`src/rtl/alarm_cmp_pkg.sv`:
```
package alarm_cmp_pkg;

    parameter int SEC_W  = 6;
    parameter int MIN_W  = 6;
    parameter int HOUR_W = 5;
    parameter int DOW_W  = 3;
    parameter int DATE_W = 5;
    parameter int MON_W  = 4;

    localparam int NFIELD = 6;

    // field enable bit positions
    localparam int F_SEC  = 0;
    localparam int F_MIN  = 1;
    localparam int F_HOUR = 2;
    localparam int F_DOW  = 3;
    localparam int F_DATE = 4;
    localparam int F_MON  = 5;

    typedef struct packed {
        logic [MON_W-1:0]  month;
        logic [DATE_W-1:0] date;
        logic [DOW_W-1:0]  dow;
        logic [HOUR_W-1:0] hour;
        logic [MIN_W-1:0]  min;
        logic [SEC_W-1:0]  sec;
    } cal_t;

    typedef enum logic [1:0] {
        AL_IDLE  = 2'd0,
        AL_ARMED = 2'd1,
        AL_SPENT = 2'd2
    } al_state_e;

endpackage

```
`src/rtl/alarm_field_match.sv`:
```
module alarm_field_match
    import alarm_cmp_pkg::*;
(
    input  cal_t              now,
    input  cal_t              target,
    input  logic [NFIELD-1:0] mask,
    output logic              hit
);

    logic [NFIELD-1:0] eq;

    always_comb begin
        eq         = '0;
        eq[F_SEC]  = (now.sec   == target.sec);
        eq[F_MIN]  = (now.min   == target.min);
        eq[F_HOUR] = (now.hour  == target.hour);
        eq[F_DOW]  = (now.dow   == target.dow);
        eq[F_DATE] = (now.date  == target.date);
        eq[F_MON]  = (now.month == target.month);
    end

    // a field counts only when enabled; an empty mask never matches
    assign hit = (|mask) && (&(eq | ~mask));

endmodule

```
`src/rtl/alarm_unit.sv`:
```
module alarm_unit
    import alarm_cmp_pkg::*;
(
    input  logic              clk,
    input  logic              rst_n,
    input  logic              tick,
    input  cal_t              now,
    input  logic              wr_en,
    input  cal_t              wr_cal,
    input  logic [NFIELD-1:0] wr_mask,
    input  logic              wr_irq_en,
    input  logic              wr_repeat,
    input  logic              clr,
    output logic              flag,
    output logic              irq_en
);

    al_state_e         state_q, state_d;
    cal_t              cal_q;
    logic [NFIELD-1:0] mask_q;
    logic              ie_q;
    logic              rep_q;
    logic              flag_q;
    logic              hit;
    logic              fire;

    alarm_field_match u_match (
        .now    (now),
        .target (cal_q),
        .mask   (mask_q),
        .hit    (hit)
    );

    assign fire = tick && hit && (state_q == AL_ARMED);

    // settings registers
    always_ff @(posedge clk or negedge rst_n) begin
        if (!rst_n) begin
            cal_q  <= '0;
            mask_q <= '0;
            ie_q   <= 1'b0;
            rep_q  <= 1'b0;
        end else if (wr_en) begin
            cal_q  <= wr_cal;
            mask_q <= wr_mask;
            ie_q   <= wr_irq_en;
            rep_q  <= wr_repeat;
        end
    end

    // state register
    always_ff @(posedge clk or negedge rst_n) begin
        if (!rst_n) state_q <= AL_IDLE;
        else        state_q <= state_d;
    end

    // next state
    always_comb begin
        state_d = state_q;
        if (wr_en) begin
            // program-arm / program-off
            state_d = (|wr_mask) ? AL_ARMED : AL_IDLE;
        end else begin
            unique case (state_q)
                AL_IDLE:  state_d = AL_IDLE;
                AL_ARMED: begin
                    // repeat-fire stays, one-shot-fire retires
                    if (fire && !rep_q) state_d = AL_SPENT;
                end
                AL_SPENT: state_d = AL_SPENT;
                default:  state_d = AL_IDLE;
            endcase
        end
    end

    // outputs: sticky flag, set beats clear
    always_ff @(posedge clk or negedge rst_n) begin
        if (!rst_n)     flag_q <= 1'b0;
        else if (fire)  flag_q <= 1'b1;
        else if (clr)   flag_q <= 1'b0;
    end

    assign flag   = flag_q;
    assign irq_en = ie_q;


    flag_rise_on_tick_chk: assert property (@(posedge clk) disable iff (!rst_n)
        $rose(flag_q) |-> $past(tick));


    flag_sticky_chk: assert property (@(posedge clk) disable iff (!rst_n)
        (flag_q && !clr) |=> flag_q);


    match_not_lost_chk: assert property (@(posedge clk) disable iff (!rst_n)
        (tick && hit && state_q == AL_ARMED) |=> flag_q);


    one_shot_retire_chk: assert property (@(posedge clk) disable iff (!rst_n)
        (state_q == AL_ARMED && tick && hit && !rep_q && !wr_en) |=> (state_q == AL_SPENT));


    empty_mask_idle_chk: assert property (@(posedge clk) disable iff (!rst_n)
        (wr_en && wr_mask == '0) |=> (state_q == AL_IDLE));

endmodule

```
`src/rtl/alarm_pair_cmp.sv`:
```
module alarm_pair_cmp
    import alarm_cmp_pkg::*;
#(
    parameter int N_ALARMS = 2,
    parameter int IDX_W    = (N_ALARMS > 1) ? $clog2(N_ALARMS) : 1
) (
    input  logic                clk,
    input  logic                rst_n,
    input  logic                tick,
    input  logic [SEC_W-1:0]    now_sec,
    input  logic [MIN_W-1:0]    now_min,
    input  logic [HOUR_W-1:0]   now_hour,
    input  logic [DOW_W-1:0]    now_dow,
    input  logic [DATE_W-1:0]   now_date,
    input  logic [MON_W-1:0]    now_month,
    input  logic                wr_en,
    input  logic [IDX_W-1:0]    wr_idx,
    input  logic [SEC_W-1:0]    wr_sec,
    input  logic [MIN_W-1:0]    wr_min,
    input  logic [HOUR_W-1:0]   wr_hour,
    input  logic [DOW_W-1:0]    wr_dow,
    input  logic [DATE_W-1:0]   wr_date,
    input  logic [MON_W-1:0]    wr_month,
    input  logic [NFIELD-1:0]   wr_mask,
    input  logic                wr_irq_en,
    input  logic                wr_repeat,
    input  logic                rd_clr,
    output logic [N_ALARMS-1:0] alarm_flag,
    output logic                irq_n
);

    cal_t              now_cal;
    cal_t              wr_cal;
    logic [N_ALARMS-1:0] ie_vec;

    always_comb begin
        now_cal.sec   = now_sec;
        now_cal.min   = now_min;
        now_cal.hour  = now_hour;
        now_cal.dow   = now_dow;
        now_cal.date  = now_date;
        now_cal.month = now_month;
        wr_cal.sec    = wr_sec;
        wr_cal.min    = wr_min;
        wr_cal.hour   = wr_hour;
        wr_cal.dow    = wr_dow;
        wr_cal.date   = wr_date;
        wr_cal.month  = wr_month;
    end

    for (genvar g = 0; g < N_ALARMS; g++) begin : g_alarm
        logic sel_wr;
        assign sel_wr = wr_en && (wr_idx == IDX_W'(g));

        alarm_unit u_unit (
            .clk       (clk),
            .rst_n     (rst_n),
            .tick      (tick),
            .now       (now_cal),
            .wr_en     (sel_wr),
            .wr_cal    (wr_cal),
            .wr_mask   (wr_mask),
            .wr_irq_en (wr_irq_en),
            .wr_repeat (wr_repeat),
            .clr       (rd_clr),
            .flag      (alarm_flag[g]),
            .irq_en    (ie_vec[g])
        );
    end

    // open-drain style: driven low when asserted, released high otherwise
    assign irq_n = ~(|(alarm_flag & ie_vec));


    irq_quiet_chk: assert property (@(posedge clk) disable iff (!rst_n)
        (alarm_flag == '0) |-> irq_n);

endmodule

```
`config.mk`:
```
export PLATFORM = sky130hd
export DESIGN_NAME = alarm_pair_cmp
export DESIGN_NICKNAME = d
export VERILOG_FILES = /design/src/rtl/alarm_cmp_pkg.sv /design/src/rtl/alarm_field_match.sv /design/src/rtl/alarm_unit.sv /design/src/rtl/alarm_pair_cmp.sv
export SDC_FILE = /design/constraint.sdc
export NUM_CORES = 1
export LEC_CHECK = 0
export ABC_AREA = 1
export BUFFER_PORTS_ARGS = -buffer_cell sky130_fd_sc_hd__buf_4
export CORE_ASPECT_RATIO = 1.5
export CORE_MARGIN = 3
export CORE_UTILIZATION = 56
export DETAILED_ROUTE_END_ITERATION = 10
export HOLD_SLACK_MARGIN = 0.05
export MAX_ROUTING_LAYER = met4
export PLACE_DENSITY = 0.8
export SYNTH_ARGS = -nofsm -noshare
export SYNTH_HDL_FRONTEND = slang
export SYNTH_SLANG_ARGS = --single-unit
```
`constraint.sdc`:
```
create_clock -name clk -period 1.5 [get_ports clk]
set_clock_uncertainty 0.15 [all_clocks]
set_input_delay 0.225 -clock clk [delete_from_list [all_inputs] [get_ports clk]]
set_output_delay 0.225 -clock clk [all_outputs]
set_load 0.02 [all_outputs]
```
# After elaboration in Yosys (flattened, before gate mapping)
# Index checks and enable logic that the tools add are counted.
# Widths: inputs -> output; s select.
[classes]
n_reduce_logical = 20
n_mux = 10
bitwise = 7
eq_ne = 18
[op_table]
columns = ["cell", "count"]
rows = [
  ["$eq 6x6->1", 4],
  ["$eq 5x5->1", 4],
  ["$reduce_or 6->1", 3],
  ["$not 6->6", 2],
  ["$or 6x6->6", 2],
  ["$reduce_and 6->1", 2],
  ["$logic_and 1x1->1", 10],
  ["$eq 4x4->1", 2],
  ["$mux 2", 4],
  ["$pmux 2 s2", 2],
  ["$eq 3x3->1", 2],
  ["$ne 3x3->1 const B", 2],
  ["$eq 2x1->1 const B", 2],
  ["$eq 2x2->1 const B", 2],
  ["$mux 1", 4],
  ["$reduce_bool 2->1", 2],
  ["$and 2x2->2", 1],
  ["$logic_not 1->1", 2],
  ["$not 1->1", 2],
  ["$reduce_or 2->1", 1],
]
[totals]
in_bits = 72
ff_bits = 80
output_inout_bits = 3
word_cells = 77

# Depth between registers and ports, before layout
[logic_depth]
ltp_word = 10
ltp_mapped = 12
mapped_depth_nobuf = 12

# Cells and area by module
# From an unflattened synthesis, not the netlist that was laid out.
[unflattened]
cells_unflattened = 600
area_unflattened_um2 = 4324.1
[modules_own_cells]
columns = ["mod", "area_each_um2", "n_inst", "seq_area_each_um2", "cells_each"]
rows = [
  ["alarm_unit", 1616.6, 2, 1001.0, 179],
  ["alarm_field_match", 529.3, 2, 0.0, 117],
  ["alarm_pair_cmp", 32.5, 1, 0.0, 8],
]

# Worst setup path before layout
# No wires, ideal clock.
[synth_path]
kind = "reg-to-reg"
from = "register g_alarm[1].u_unit.state_q[1]"
to = "register g_alarm[1].u_unit.state_q[1]"
required_time_ns = 1.234
period_less_slack_ns = 1.325
arrival_time_ns = 1.059
setup_time_ns = 0.116
slack_ns = 0.175
path_buffers = 0
stages_incl_launch_ff = 10
cell_sequence = "dfrtp_1 > inv_1 > ha_1 > nand3_1 > inv_1 > nand3_2 > nor2_4 > nand3_2 > nand3_1 > nand2_1"
[synth_via]
elab_chain_cells = 4
word_cells_on_any_way = 7
classes_between = "eq/ne: 3; mux: 2; reduce/logical: 2"
[synth_lines]
columns = ["item", "line_no", "rtl"]
rows = [
  ["from (decl)", "alarm_unit.sv:18", "al_state_e state_q, state_d;"],
  ["from (signal assigned)", "alarm_unit.sv:54", "else state_q <= state_d;"],
  ["$eq 2x1->1", "alarm_unit.sv:34, alarm_unit.sv:64", ""],
  ["$logic_and 1x1->1", "alarm_unit.sv:34", "assign fire = tick && hit && (state_q == AL_ARMED);"],
  ["$logic_and 1x1->1", "alarm_unit.sv:68", "if (fire && !rep_q) state_d = AL_SPENT;"],
  ["$ne 3x3->1 (no line)", "-", ""],
]
# Several ways; a longest one is shown, not always the timed one.
# A chain may end at the register's enable or synchronous reset.

# Final worst setup path
[layout_path]
from = "register g_alarm[0].u_unit.flag_q"
to = "output port irq_n"
[layout_via]
elab_chain_cells = 3
[layout_lines]
columns = ["item", "line_no", "rtl"]
rows = [
  ["from (decl)", "alarm_unit.sv:23", "logic flag_q;"],
  ["from (signal assigned)", "alarm_unit.sv:78", "if (!rst_n) flag_q <= 1'b0;"],
  ["from (signal assigned)", "alarm_unit.sv:79", "else if (fire) flag_q <= 1'b1;"],
  ["from (signal assigned)", "alarm_unit.sv:80", "else if (clr) flag_q <= 1'b0;"],
  ["$and 2x2->2", "alarm_pair_cmp.sv:72", "assign irq_n = ~(|(alarm_flag & ie_vec));"],
  ["$reduce_or 2->1", "alarm_pair_cmp.sv:72", ""],
  ["$not 1->1", "alarm_pair_cmp.sv:72", ""],
  ["to (decl)", "alarm_pair_cmp.sv:29", "output logic irq_n"],
]
# No other way between the ends.

==> reports/metrics.csv <==
metric,value,unit
status,"finished, violations left",
violations,negative setup slack,
synth_edf_count,0,
finalHoldViolCount,0,
yosys.area_share.xor_xnor,3.15,%
p_total,5.43,mW
syn_avg_cell_area,7.17,um2
use_met2,46.7,%
cp-start-kind,flip-flop,
synthMuxAreaShare,0,%
power.leakage,2.97,nW
tightest_slew,426,ps
wl_per_cell,13.0,um
mostFrequentLayoutCell,nand2_1,
synth_fp_nets,655,
port_buffers,74,
coreArea,7040,um2
synth_top_area_share,48.0,%
fmax,0.652,GHz
synth_top_flop_cell,dfrtp_1,
path_clk_slew,80,ps
synthTopCellsByArea,"dfrtp_1 (48%), nand2_1 (21%), o21ai_0 (8.8%)",
worstHoldPathCells,4,
fin_util,78.9,%
layout-drive-gt1-share,20.4,%
die-area,8530,um2
syn-cell-area,4170,um2
antenna_found_initial,0,
pwr-share-comb,23.2,%
fin_cells,803,
synth-simple-area-share,28.4,%
ys_seq_elements,80,
crit_path_start,g_alarm[0].u_unit.flag,
cp.required,1120,ps
cp_max_fo,3,
p_per_area,977,nW/um2
grt.met1_usage,28.4,%
grt_max_degree,34,
synth_top_family_by_area,simple AND/OR/NAND/NOR gates,
slew_violations,0,
holdWs,53.3,ps
seqPwrFrac,48.3,%
crit_path_end_kind,output port,
arrival,1160,ps
clock_power_share,28.5,%
num_vias,3932,
dp_hpwl,7180,um
rsz0062_at_grt,yes,
via_per_inst,4.90,
p_sw,1.67,mW
ys_types,21,
cts.sinks,80,
pin_count,75,
swShare,30.7,%
wl,10400,um
fin_area,5550,um2
yosysTopAreaCell,dfrtp_1,
diodes,0,
globalplace.congestion,0.803,
clock_latency,370,ps
tritoncts,built,
finalWorstSetupSlack,-33.6,ps
drc,0,
grtUsageMet3,5.74,%
peakVddDrop,0.000788,V
ys_seq_area_share,48.0,%
htree_num_levels,3,
die_x,76.4,um
fp.dieH,112,um
area_growth,33.2,%
grt_pass1_vias,4024,
globalRouteOverflowTotal,0,
first_iter_violations,279,
drt-pass1-iter-count,4,
place_ws,-8.34,ps
hold_start,wr_idx,
min_path_type,input pin to flip-flop,
path_class,flip-flop to output port,
cp_slowest_cell,dfrtp_1,
fillers,505,
cts_root_buf,clkbuf_8,
grt_pass1_wl,17600,um
numCtsBuffers,9,
internal-power,3.76,mW
synthAdderAreaFrac,0.600,%
final_antenna_net_count,0,
r2r-start,g_alarm[1].u_unit.cal_q[0],
r2r.worst_path.cells,10,
std_cell_rows,37,
dp.cells,746,
synth_compound_area_share,9.34,%
async_flop_share,100,%
layout_common_cells,"nand2_1 (223), buf_4 (84), inv_1 (83)",
cts.path.max_buffers,2,
fin_setup_tns,-43.4,ps
synthesis.instances,581,
grt_util_all_layers,26.4,%
dpl_cell_area,4870,um2
period_share,102,%
path_cells,"a22o_1, inv_1, buf_6",
synth_warnings,0,
cap_violations,0,
fin_crit,1530,ps
finalSetupViolations,4,
initial_utilization,59.2,%
slowest_delay,410,ps
slew_headroom,71.5,%
nets,775,
top_usage_layer,met2,
[flip-flops by register name (all words and copies together) (netlist names)]
signal and cells:
g_alarm.u_unit.state_q 4, g_alarm.u_unit.flag 2, g_alarm.u_unit.irq_en 2, g_alarm.u_unit.mask_q 12, g_alarm.u_unit.rep_q 2, g_alarm.u_unit.cal_q 58
[Yosys cell counts, types with 2 or more instances]
library cell / n
nand2_1: 231
inv_1: 88
dfrtp_1: 80
o21ai_0: 73
nor2_1: 37
nand3_1: 18
clkbuf_1: 10
xor2_1: 10
inv_2: 6
xnor2_1: 5
buf_2: 4
nand3_2: 4
o21ai_1: 3
buf_4: 2
ha_1: 2
nand2_2: 2
nor2_4: 2
[final timing paths]
kind	slack (ps)	end
max	-30	irq_n
min	50	g_alarm[0].u_unit.cal_q[22]
max reg2reg	-10	g_alarm[1].u_unit.state_q[1]
min reg2reg	350	g_alarm[1].u_unit.irq_en
max in group asynchronous	570	g_alarm[0].u_unit.cal_q[9]
min in group asynchronous	150	g_alarm[1].u_unit.cal_q[28]
[final cells by class]
cell class | count | area, um2 | share of cell area, %
flip-flops and latches | 80 | 2000 | 36.1
multi-input cells | 390 | 1820 | 32.7
repair buffers | 126 | 1070 | 19.3
inverters | 94 | 353 | 6.36
clock buffers | 9 | 124 | 2.23
well taps | 97 | 121 | 2.19
clock inverters | 7 | 62.6 | 1.13
[worst max-delay path, delay by kind of cell, from the launching register on]
family / cells / cell delay, ps
AO/OA/AOI/OAI: 1 / 210
buffers and inverters: 2 / 170
flip-flops: 1 / 410
[cell families after synthesis]
kind of cell / Yosys count
AO/OA/AOI/OAI: 77
XOR/XNOR: 15
adder cells (fa/ha/maj): 2
buffers and inverters: 111
flip-flops: 80
AND/OR/NAND/NOR: 296
[metal layers]
layer | routed length, um | part of all wire [%]
met4 | 258 | 2.5
met5 | 0 | 0
met2 | 5670 | 54
met1 | 4120 | 39
met3 | 399 | 3.8
[power groups by stage]
stage | logic [mW] | registers (mW) | clock network, mW
floorplan | 0.696 | 2.61 | 0
global placement | 1.05 | 2.64 | 0
detailed placement | 1.10 | 2.65 | 0
CTS | 1.20 | 2.61 | 1.57
global route | 1.43 | 2.66 | 1.67
finish | 1.26 | 2.62 | 1.54
[what timing repair did]
item | in CTS | in global routing
endpoints found under the hold margin | 156 | 0
pin swaps | 4 | 22
resized for setup | 5 | 26
endpoints found under the setup margin | 5 | 7
hold buffers | 39 | 0
buffers inserted | 1 | 1
Power figures use the tool's default switching activity.
